### config.mk
export PLATFORM = sky130hd
export DESIGN_NAME = quad_rank_unit
export DESIGN_NICKNAME = d
export VERILOG_FILES = /design/src/rtl/quad_rank_pkg.sv /design/src/rtl/quad_order_dec.sv /design/src/rtl/quad_pick.sv /design/src/rtl/quad_rank_unit.sv
export SDC_FILE = /design/constraint.sdc
export NUM_CORES = 1
export LEC_CHECK = 0
export BUFFER_PORTS_ARGS = -buffer_cell sky130_fd_sc_hd__buf_2
export CORE_ASPECT_RATIO = 1.75
export CORE_MARGIN = 2
export CORE_UTILIZATION = 27
export DETAILED_ROUTE_END_ITERATION = 10
export GPL_ROUTABILITY_DRIVEN = 0
export PLACE_DENSITY = 0.41
export SLEW_MARGIN = 30
export SYNTH_ARGS = -nofsm -noshare
export SYNTH_HDL_FRONTEND = slang
export SYNTH_SLANG_ARGS = --single-unit
### constraint.sdc
create_clock -name vclk -period 10.64
set_clock_uncertainty 0.15 [all_clocks]
set_input_delay 0.532 -clock vclk [all_inputs]
set_output_delay 0.532 -clock vclk [all_outputs]
set_load 0.03 [all_outputs]
### src/rtl/quad_rank_pkg.sv
package quad_rank_pkg;
    localparam int RADIX   = 4;
    localparam int DW      = 2;
    localparam int SEL_W   = 5;

    function automatic int fact(input int n);
        int f;
        f = 1;
        for (int i = 2; i <= n; i++) f = f * i;
        return f;
    endfunction

    localparam int NUM_ORD = fact(RADIX);

    typedef logic [DW-1:0] digit_t;
    typedef digit_t [RADIX-1:0] table_t;

    typedef enum logic [1:0] {
        MODE_PAIR   = 2'b00,
        MODE_TRIPLE = 2'b01,
        MODE_QUAD   = 2'b10,
        MODE_DUAL   = 2'b11
    } mode_e;

    // Lexicographic permutation of index idx: position -> digit
    function automatic table_t order_of(input logic [SEL_W-1:0] idx);
        table_t           ord;
        logic [RADIX-1:0] used;
        int               rem;
        int               base;
        int               k;
        int               cnt;
        ord  = '0;
        used = '0;
        rem  = int'(idx);
        for (int p = 0; p < RADIX; p++) begin
            base = fact(RADIX - 1 - p);
            k    = rem / base;
            rem  = rem % base;
            cnt  = 0;
            for (int dg = 0; dg < RADIX; dg++) begin
                if (!used[dg]) begin
                    if (cnt == k) begin
                        ord[p]   = digit_t'(dg);
                        used[dg] = 1'b1;
                    end
                    cnt++;
                end
            end
        end
        return ord;
    endfunction
endpackage

### src/rtl/quad_order_dec.sv
module quad_order_dec
    import quad_rank_pkg::*;
(
    input  logic [SEL_W-1:0] sel_i,
    output table_t           order_o,
    output table_t           rank_o,
    output digit_t           sup_o,
    output digit_t           inf_o,
    output logic             err_o
);
    logic [SEL_W-1:0] eff_sel;

    always_comb begin
        err_o   = (int'(sel_i) >= NUM_ORD);
        eff_sel = err_o ? '0 : sel_i;
        order_o = order_of(eff_sel);
        rank_o  = '0;
        for (int p = 0; p < RADIX; p++) rank_o[order_o[p]] = digit_t'(p);
        sup_o = order_o[0];
        inf_o = order_o[RADIX-1];
    end

    logic [RADIX-1:0] seen;
    always_comb begin
        seen = '0;
        for (int p = 0; p < RADIX; p++) seen[order_o[p]] = 1'b1;

        perm_valid_chk: assert ($countones(seen) == RADIX);

        if (err_o) begin
            for (int p = 0; p < RADIX; p++)
                fallback_natural_chk: assert (order_o[p] == digit_t'(p));
        end
    end
endmodule

### src/rtl/quad_pick.sv
module quad_pick
    import quad_rank_pkg::*;
#(
    parameter bit STAR = 1'b0
) (
    input  table_t rank_i,
    input  digit_t a_i,
    input  digit_t b_i,
    output digit_t y_o
);
    generate
        if (STAR) begin : g_dual
            always_comb y_o = (rank_i[a_i] >= rank_i[b_i]) ? a_i : b_i;
        end else begin : g_plain
            always_comb y_o = (rank_i[a_i] <= rank_i[b_i]) ? a_i : b_i;
        end
    endgenerate

    always_comb begin

        pick_operand_chk: assert (y_o == a_i || y_o == b_i);
        if (!STAR) begin

            if (rank_i[b_i] == digit_t'(RADIX-1))
                gate_open_chk: assert (y_o == a_i);

            if (rank_i[b_i] == '0)
                gate_closed_chk: assert (y_o == b_i);
        end
    end
endmodule

### src/rtl/quad_rank_unit.sv
module quad_rank_unit
    import quad_rank_pkg::*;
(
    input  logic [SEL_W-1:0] sel_i,
    input  logic [1:0]       mode_i,
    input  logic [DW-1:0]    d0_i,
    input  logic [DW-1:0]    d1_i,
    input  logic [DW-1:0]    d2_i,
    input  logic [DW-1:0]    d3_i,
    output logic [DW-1:0]    res_o,
    output logic [DW-1:0]    sup_o,
    output logic [DW-1:0]    inf_o,
    output logic             sel_err_o
);
    localparam int STAGES = RADIX - 1;

    table_t order;
    table_t rank;
    digit_t operand [RADIX];
    digit_t chain   [RADIX];
    digit_t dual_res;
    mode_e  mode;

    assign operand[0] = d0_i;
    assign operand[1] = d1_i;
    assign operand[2] = d2_i;
    assign operand[3] = d3_i;
    assign chain[0]   = d0_i;
    assign mode       = mode_e'(mode_i);

    quad_order_dec u_dec (
        .sel_i   (sel_i),
        .order_o (order),
        .rank_o  (rank),
        .sup_o   (sup_o),
        .inf_o   (inf_o),
        .err_o   (sel_err_o)
    );

    genvar gi;
    generate
        for (gi = 1; gi <= STAGES; gi++) begin : g_cascade
            quad_pick #(.STAR(1'b0)) u_stage (
                .rank_i (rank),
                .a_i    (chain[gi-1]),
                .b_i    (operand[gi]),
                .y_o    (chain[gi])
            );
        end
    endgenerate

    quad_pick #(.STAR(1'b1)) u_dual (
        .rank_i (rank),
        .a_i    (d0_i),
        .b_i    (d1_i),
        .y_o    (dual_res)
    );

    always_comb begin
        unique case (mode)
            MODE_PAIR:   res_o = chain[1];
            MODE_TRIPLE: res_o = chain[2];
            MODE_QUAD:   res_o = chain[3];
            MODE_DUAL:   res_o = dual_res;
            default:     res_o = chain[1];
        endcase
    end

    logic unused_order;
    assign unused_order = ^order;

    always_comb begin

        if (d0_i != d1_i)
            dual_differs_chk: assert (dual_res != chain[1]);

        dual_pair_chk: assert ((dual_res == d0_i && chain[1] == d1_i) ||
                               (dual_res == d1_i && chain[1] == d0_i));

        cascade_rank_chk: assert (rank[chain[3]] <= rank[chain[2]] &&
                                  rank[chain[2]] <= rank[chain[1]]);
    end
endmodule

==> qor.csv, run 1 <==
metric,value,unit
outcome,"finished, final reports clean",
Net Sw Frac,48.6,%
Crit. End Element,primary output,
n_diodes,0,
DRC viols,0,
Overflow after GRT,0,
die width,66.8,um
DRT antenna net count,0,
Mapped Avg Cell Area,7.55,um2
clkbuf count,0,
initial antenna violation count,0,
Die H,114,um
P_int,440,uW
detailed placer's ending HPWL,5980,um
vias in the first global route,2276,
period utilization,94.9,%
Commonest cells post-synth,"24 x nor2_1, 22 x nand2_1, 19 x a21oi_1, 12 x ha_1, 12 x o21ai_1",
worst vdd ir,0.103,mV
critical path arrival,9.42,ns
top post-synthesis cells by area,"ha_1 8.0%, mux2i_1 5.9%, a21oi_1 5.1%",
sequential-to-total area share from yosys stat,0,%
"Slew Viols, Final",0,
Leakage,1.18,nW
RSZ-0062 raised after global routing,false,
clock group share of total power,0,%
FF+latch count,0,
core area,6760,um2
Max stage delay on crit path,0.56,ns
max-cap viol count,0,
Finish-stage setup viols,0,
fmax,99.0,MHz
die area,7620,um2
row cnt,40,
Global Route Usage Sum,18.6,%
Worst slew margin,39.3,%
final net count,357,
Worst setup SP type,primary input,
Setup Crit Path Kind,primary input to primary output,
Post-Syn Area,1870,um2
Power Density,311,nW/um2
Synth area leader,ha_1,
setup TNS,0,ns
worst-path fanout max,6,
largest net degree at the start of global routing,13,
Post-Syn Instances,247,
Seq pwr share,0,%
Pre-antenna DRT Iters,4,
share of the synthesized area in the top cell type,8.05,%
routed wire length,6980,um
top-count cell post-synth,nor2_1,
Worst Tran Pin Value,0.888,ns
layout cells sized above 1,49.7,%
logic gate share of total power,100.0,%
Via Count,2236,
switching pwr,416,uW
CTS Hold Bufs,0,
Final Hold Viols,0,
I/O pin total,22,
starting DRC count in detailed routing,56,
Tmin final,10.10,ns
routed len/inst,16.9,um
"Area growth, synth to finish",47.6,%
Vias/cell,5.43,
Initial Util,27.6,%
Synth Net Count,274,
first-pass GRT wire length,11000,um
hold slack,1.32,ns
Hold Path Class,primary input to primary output,
Port Buffers,22,
Worst Path Required,9.96,ns
Ys Warns,0,
distinct cell type count after synthesis,75,
Storage cell area,0,um2
slowest cell on the critical path,or4_4,
## metrics by stage
step | power [mW] | util [%] | cell area [um2] | cells | setup WS, ns
5_1_grt | 0.927 | 40.7 | 2750 | 412 | 0.0326
6_report | 0.856 | 40.7 | 2750 | 412 | 0.540
3_3_place_gp | 0.707 | 37.1 | 2510 | 407 | -0.117
4_1_cts | 0.740 | 37.8 | 2550 | 407 | 0.0449
2_1_floorplan | 0.448 | - | 1870 | 247 | 0.0252
3_5_place_dp | 0.712 | 37.1 | 2510 | 407 | -0.167
## logic make-up after synthesis
kind of cell	after synthesis	share of synthesized area, %
xor+xnor	4	2.28
mux	19	12.2
buf+inv	23	6.30
fa+ha+maj	12	8.05
simple gates	87	24.1
compound gates	102	47.1
## repair_timing
action | 4_1_cts | 5_1_grt
resized for setup | 8 | 37
pin swaps | 2 | 23
endpoints found under the setup margin | 2 | 2
buffers inserted | 0 | 5
## final timing paths
path	slack [ns]	endpoint	startpoint	cells after the start
setup / recovery	0.54	res_o[0]	sel_i[3]	53
hold / removal	1.32	res_o[0]	mode_i[1]	3
## placed cells by master (no fill, tap or decap), drive strengths merged, types with 2 or more instances in the layout
cell type | synthesis | final
o21ai | 19 | 19
o311ai | 2 | 2
nand2 | 23 | 23
buf | 8 | 92
or2 | 4 | 4
and2 | 2 | 2
a21boi | 3 | 3
mux4 | 2 | 2
o31a | 2 | 2
nand2b | 9 | 9
or4 | 2 | 2
a22o | 6 | 6
a31oi | 6 | 6
a32o | 2 | 2
mux2i | 13 | 13
a21oi | 20 | 20
xnor2 | 3 | 3
mux2 | 4 | 4
a211oi | 8 | 8
nor2b | 9 | 9
a22oi | 5 | 5
o211ai | 4 | 4
inv | 11 | 11
nor3 | 4 | 4
o31ai | 3 | 3
nor2 | 26 | 26
a221oi | 4 | 4
a2111oi | 4 | 4
ha | 12 | 12
a211o | 5 | 5
## power groups by stage
stage               Clock [mW]  Sequential [mW]  Combinational, mW
floorplan                    0                0              0.448
global placement             0                0              0.707
detailed placement           0                0              0.712
CTS                          0                0              0.740
global route                 0                0              0.927
finish                       0                0              0.856
## routing by layer
layer / global-route usage [%] / part of all wire [%] / up-vias
met2: 40.0 / 61 / 37
met5: 0 / 0 / -
met1: 15.9 / 33 / 1065
li1: - / - / 1118
met3: 0.789 / 1.2 / 16
met4: 9.12 / 4.9 / 0
## final cells by class
cell class	instances	area [um2]
fill	756	4000
multi-input combinational	224	1940
timing repair buffer	92	652
tap	84	105
inverter	12	57.6
## worst max-delay path: cells and delay by family
kind | cells | cell delay, ns
simple gates | 17 | 2.43
compound gates | 18 | 2.75
xor+xnor | 1 | 0.17
buf+inv | 9 | 1.19
fa+ha+maj | 6 | 1.58
mux | 2 | 0.72
Note: power is estimated with default switching activity, not from simulation.
==> run 2: changes to the inputs <==
- CORE_ASPECT_RATIO: 1.75 -> 0.6
- PLACE_DENSITY: 0.41 -> 0.39
- SYNTH_HIERARCHICAL: unset -> 1
- clock period: 10.64 -> 10.3 ns (I/O delays scaled with it)
==> run 2 against run 1 <==
Against the previous run: the run now ends with setup timing left; via count decreased by 12%; die area decreased by 1.2%; sequential share of layout area stayed put; worst hold slack worse by 0.028 ns; worst setup slack worse by 0.63 ns; global-route usage shrank 2.5 points; largest power group unchanged; wire length fell by 11%; first-iteration DRC count is 41% higher; highest routed layer is now met3.
==> qor.csv, run 2 <==
metric,value,unit,change
outcome,"finished, violations left",,
failing checks,setup timing,,
Port Buffers,22,,unchanged
Crit. End Element,primary output,,
CTS Hold Bufs,0,,unchanged
Finish-stage setup viols,2,,+2
Synth Net Count,243,,-11%
Worst Hold End,res_o[1],,
Post-Syn Area,1840,um2,-1.2%
die area,7520,um2,-1.2%
clkbuf count,0,,unchanged
period utilization,101,%,
critical path buffer and inverter count,6,,-3
Ys Warns,6,,+6
FILL cells,655,,-13%
Worst Path Required,9.64,ns,-0.32 ns
"commonest non-fill, non-tap cell in the layout",buf_4,,
critical path arrival,9.73,ns,+0.31 ns
routed wire length,6210,um,-11%
first-pass GRT wire length,9870,um,-9.9%
die width,111,um,+66%
Vias/cell,4.99,,-8.0%
RSZ-0062 raised after global routing,true,,
Storage cell area,0,um2,unchanged
worst-path fanout max,4,,-2
Via Count,1973,,-12%
Hold Path Class,primary input to primary output,,
vias in the first global route,1894,,-17%
final setup margin,-0.0932,ns,-0.633 ns
Final Hold Viols,0,,unchanged
Post-Syn Instances,209,,-15%
Top delay family on crit path,multiplexers,,
Worst setup SP type,primary input,,
slowest cell on the critical path,mux4_2,,
Initial Util,27.7,%,+0.11 points
"Slew Viols, Final",0,,unchanged
row cnt,23,,-43%
final net count,344,,-3.6%
fmax,96.2,MHz,
final core occ,46.2,%,+5.4 points
n_diodes,0,,unchanged
DRT antenna net count,0,,unchanged
initial antenna violation count,0,,unchanged
routed len/inst,15.7,um,-7.2%
core area,6650,um2,-1.6%
cell repeated most along the worst path,ha_4,,
Mapped Avg Cell Area,8.82,um2,+17%
Crit. path cell count,42,,-21%
Design Power,1.15,mW,+35%
setup TNS,-0.185,ns,-0.185 ns
Tmin final,10.39,ns,
Pre-antenna DRT Iters,4,,unchanged
Setup Crit Path Kind,primary input to primary output,,
I/O pin total,22,,unchanged
FF+latch count,0,,unchanged
Layout Cells excl Fill,395,,-4.1%
"commonest non-fill, non-tap cells in the layout","85 x buf_4, 17 x buf_2, 14 x mux4_2",,
largest net degree at the start of global routing,15,,+2
Max stage delay on crit path,0.52,ns,-0.04 ns
Overflow after GRT,0,,unchanged
DP Cell Count,369,,-9.3%
Power Density,376,nW/um2,+21%
hold path startpoint,mode_i[1],,
detailed placer's ending HPWL,4700,um,-21%
Die H,68.0,um,-40%
pre-CTS setup slack,-0.556,ns,-0.389 ns
layout cells sized above 1,65.9,%,+16 points
max-cap viol count,0,,unchanged
Worst Tran Pin Value,0.938,ns,+0.0506 ns
DRC viols,0,,unchanged
"Area growth, synth to finish",66.5,%,
hold path depth,3,,unchanged
Global Route Usage Sum,16.1,%,-2.5 points
worst vdd ir,0.192,mV,+87%
starting DRC count in detailed routing,79,,+41%
Worst slew margin,36.9,%,-2.4 points
Leakage,1.41,nW,+20%
run 2: per-layer routing:
layer  global-route usage [%]  routed length (um)  part of all wire (%)  up-vias
met5                        0                   0                     0        -
met4                        0                   0                     0        0
met3                    0.531                  81                   1.3        0
met2                     22.9                2420                    39       21
met1                     27.6                3700                    60      954
li1                         -                   -                     -      998
run 2: tightest hold or removal path: cells and delay by family:
family,cells,cell delay [ns]
buf+inv,2,0.23
mux,1,0.18
run 2: report_power, final:
part           switching, mW  internal (mW)  leakage, nW
Clock                      0              0            0
Combinational          0.491          0.662         1.41
Sequential                 0              0            0
Total                  0.491          0.662         1.41
run 2: worst max path at each step:
| stage | slack (ns) | end | startpoint |
|---|---|---|---|
| after floorplan | 0.003 | res_o[0] | sel_i[4] |
| after global placement | -0.50 | res_o[1] | sel_i[4] |
| after detailed placement | -0.56 | res_o[0] | sel_i[4] |
| after CTS | -0.06 | res_o[0] | sel_i[3] |
| after global routing | -0.42 | res_o[1] | sel_i[4] |
| final | -0.09 | res_o[1] | sel_i[4] |
run 2: layout make-up:
class                      instances  area, um2  area share (%)
inverter                          19       73.8            2.41
timing repair buffer             111        832            27.1
multi-input combinational        178       2050            66.9
tap                               87        109            3.55
run 2: stage by stage:
stage	hold slack, ns	cell area [um2]
finish	1.29	3070
global placement	1.32	2500
global route	1.31	3070
detailed placement	1.33	2500
CTS	1.29	2900
floorplan	1.04	1920
run 2: repair_timing:
action / CTS / global route
setup buffers: 21 / 5
setup endpoints to repair: 2 / 2
pin swaps: 24 / 27
gates cloned: 0 / 0
resized for setup: 60 / 26
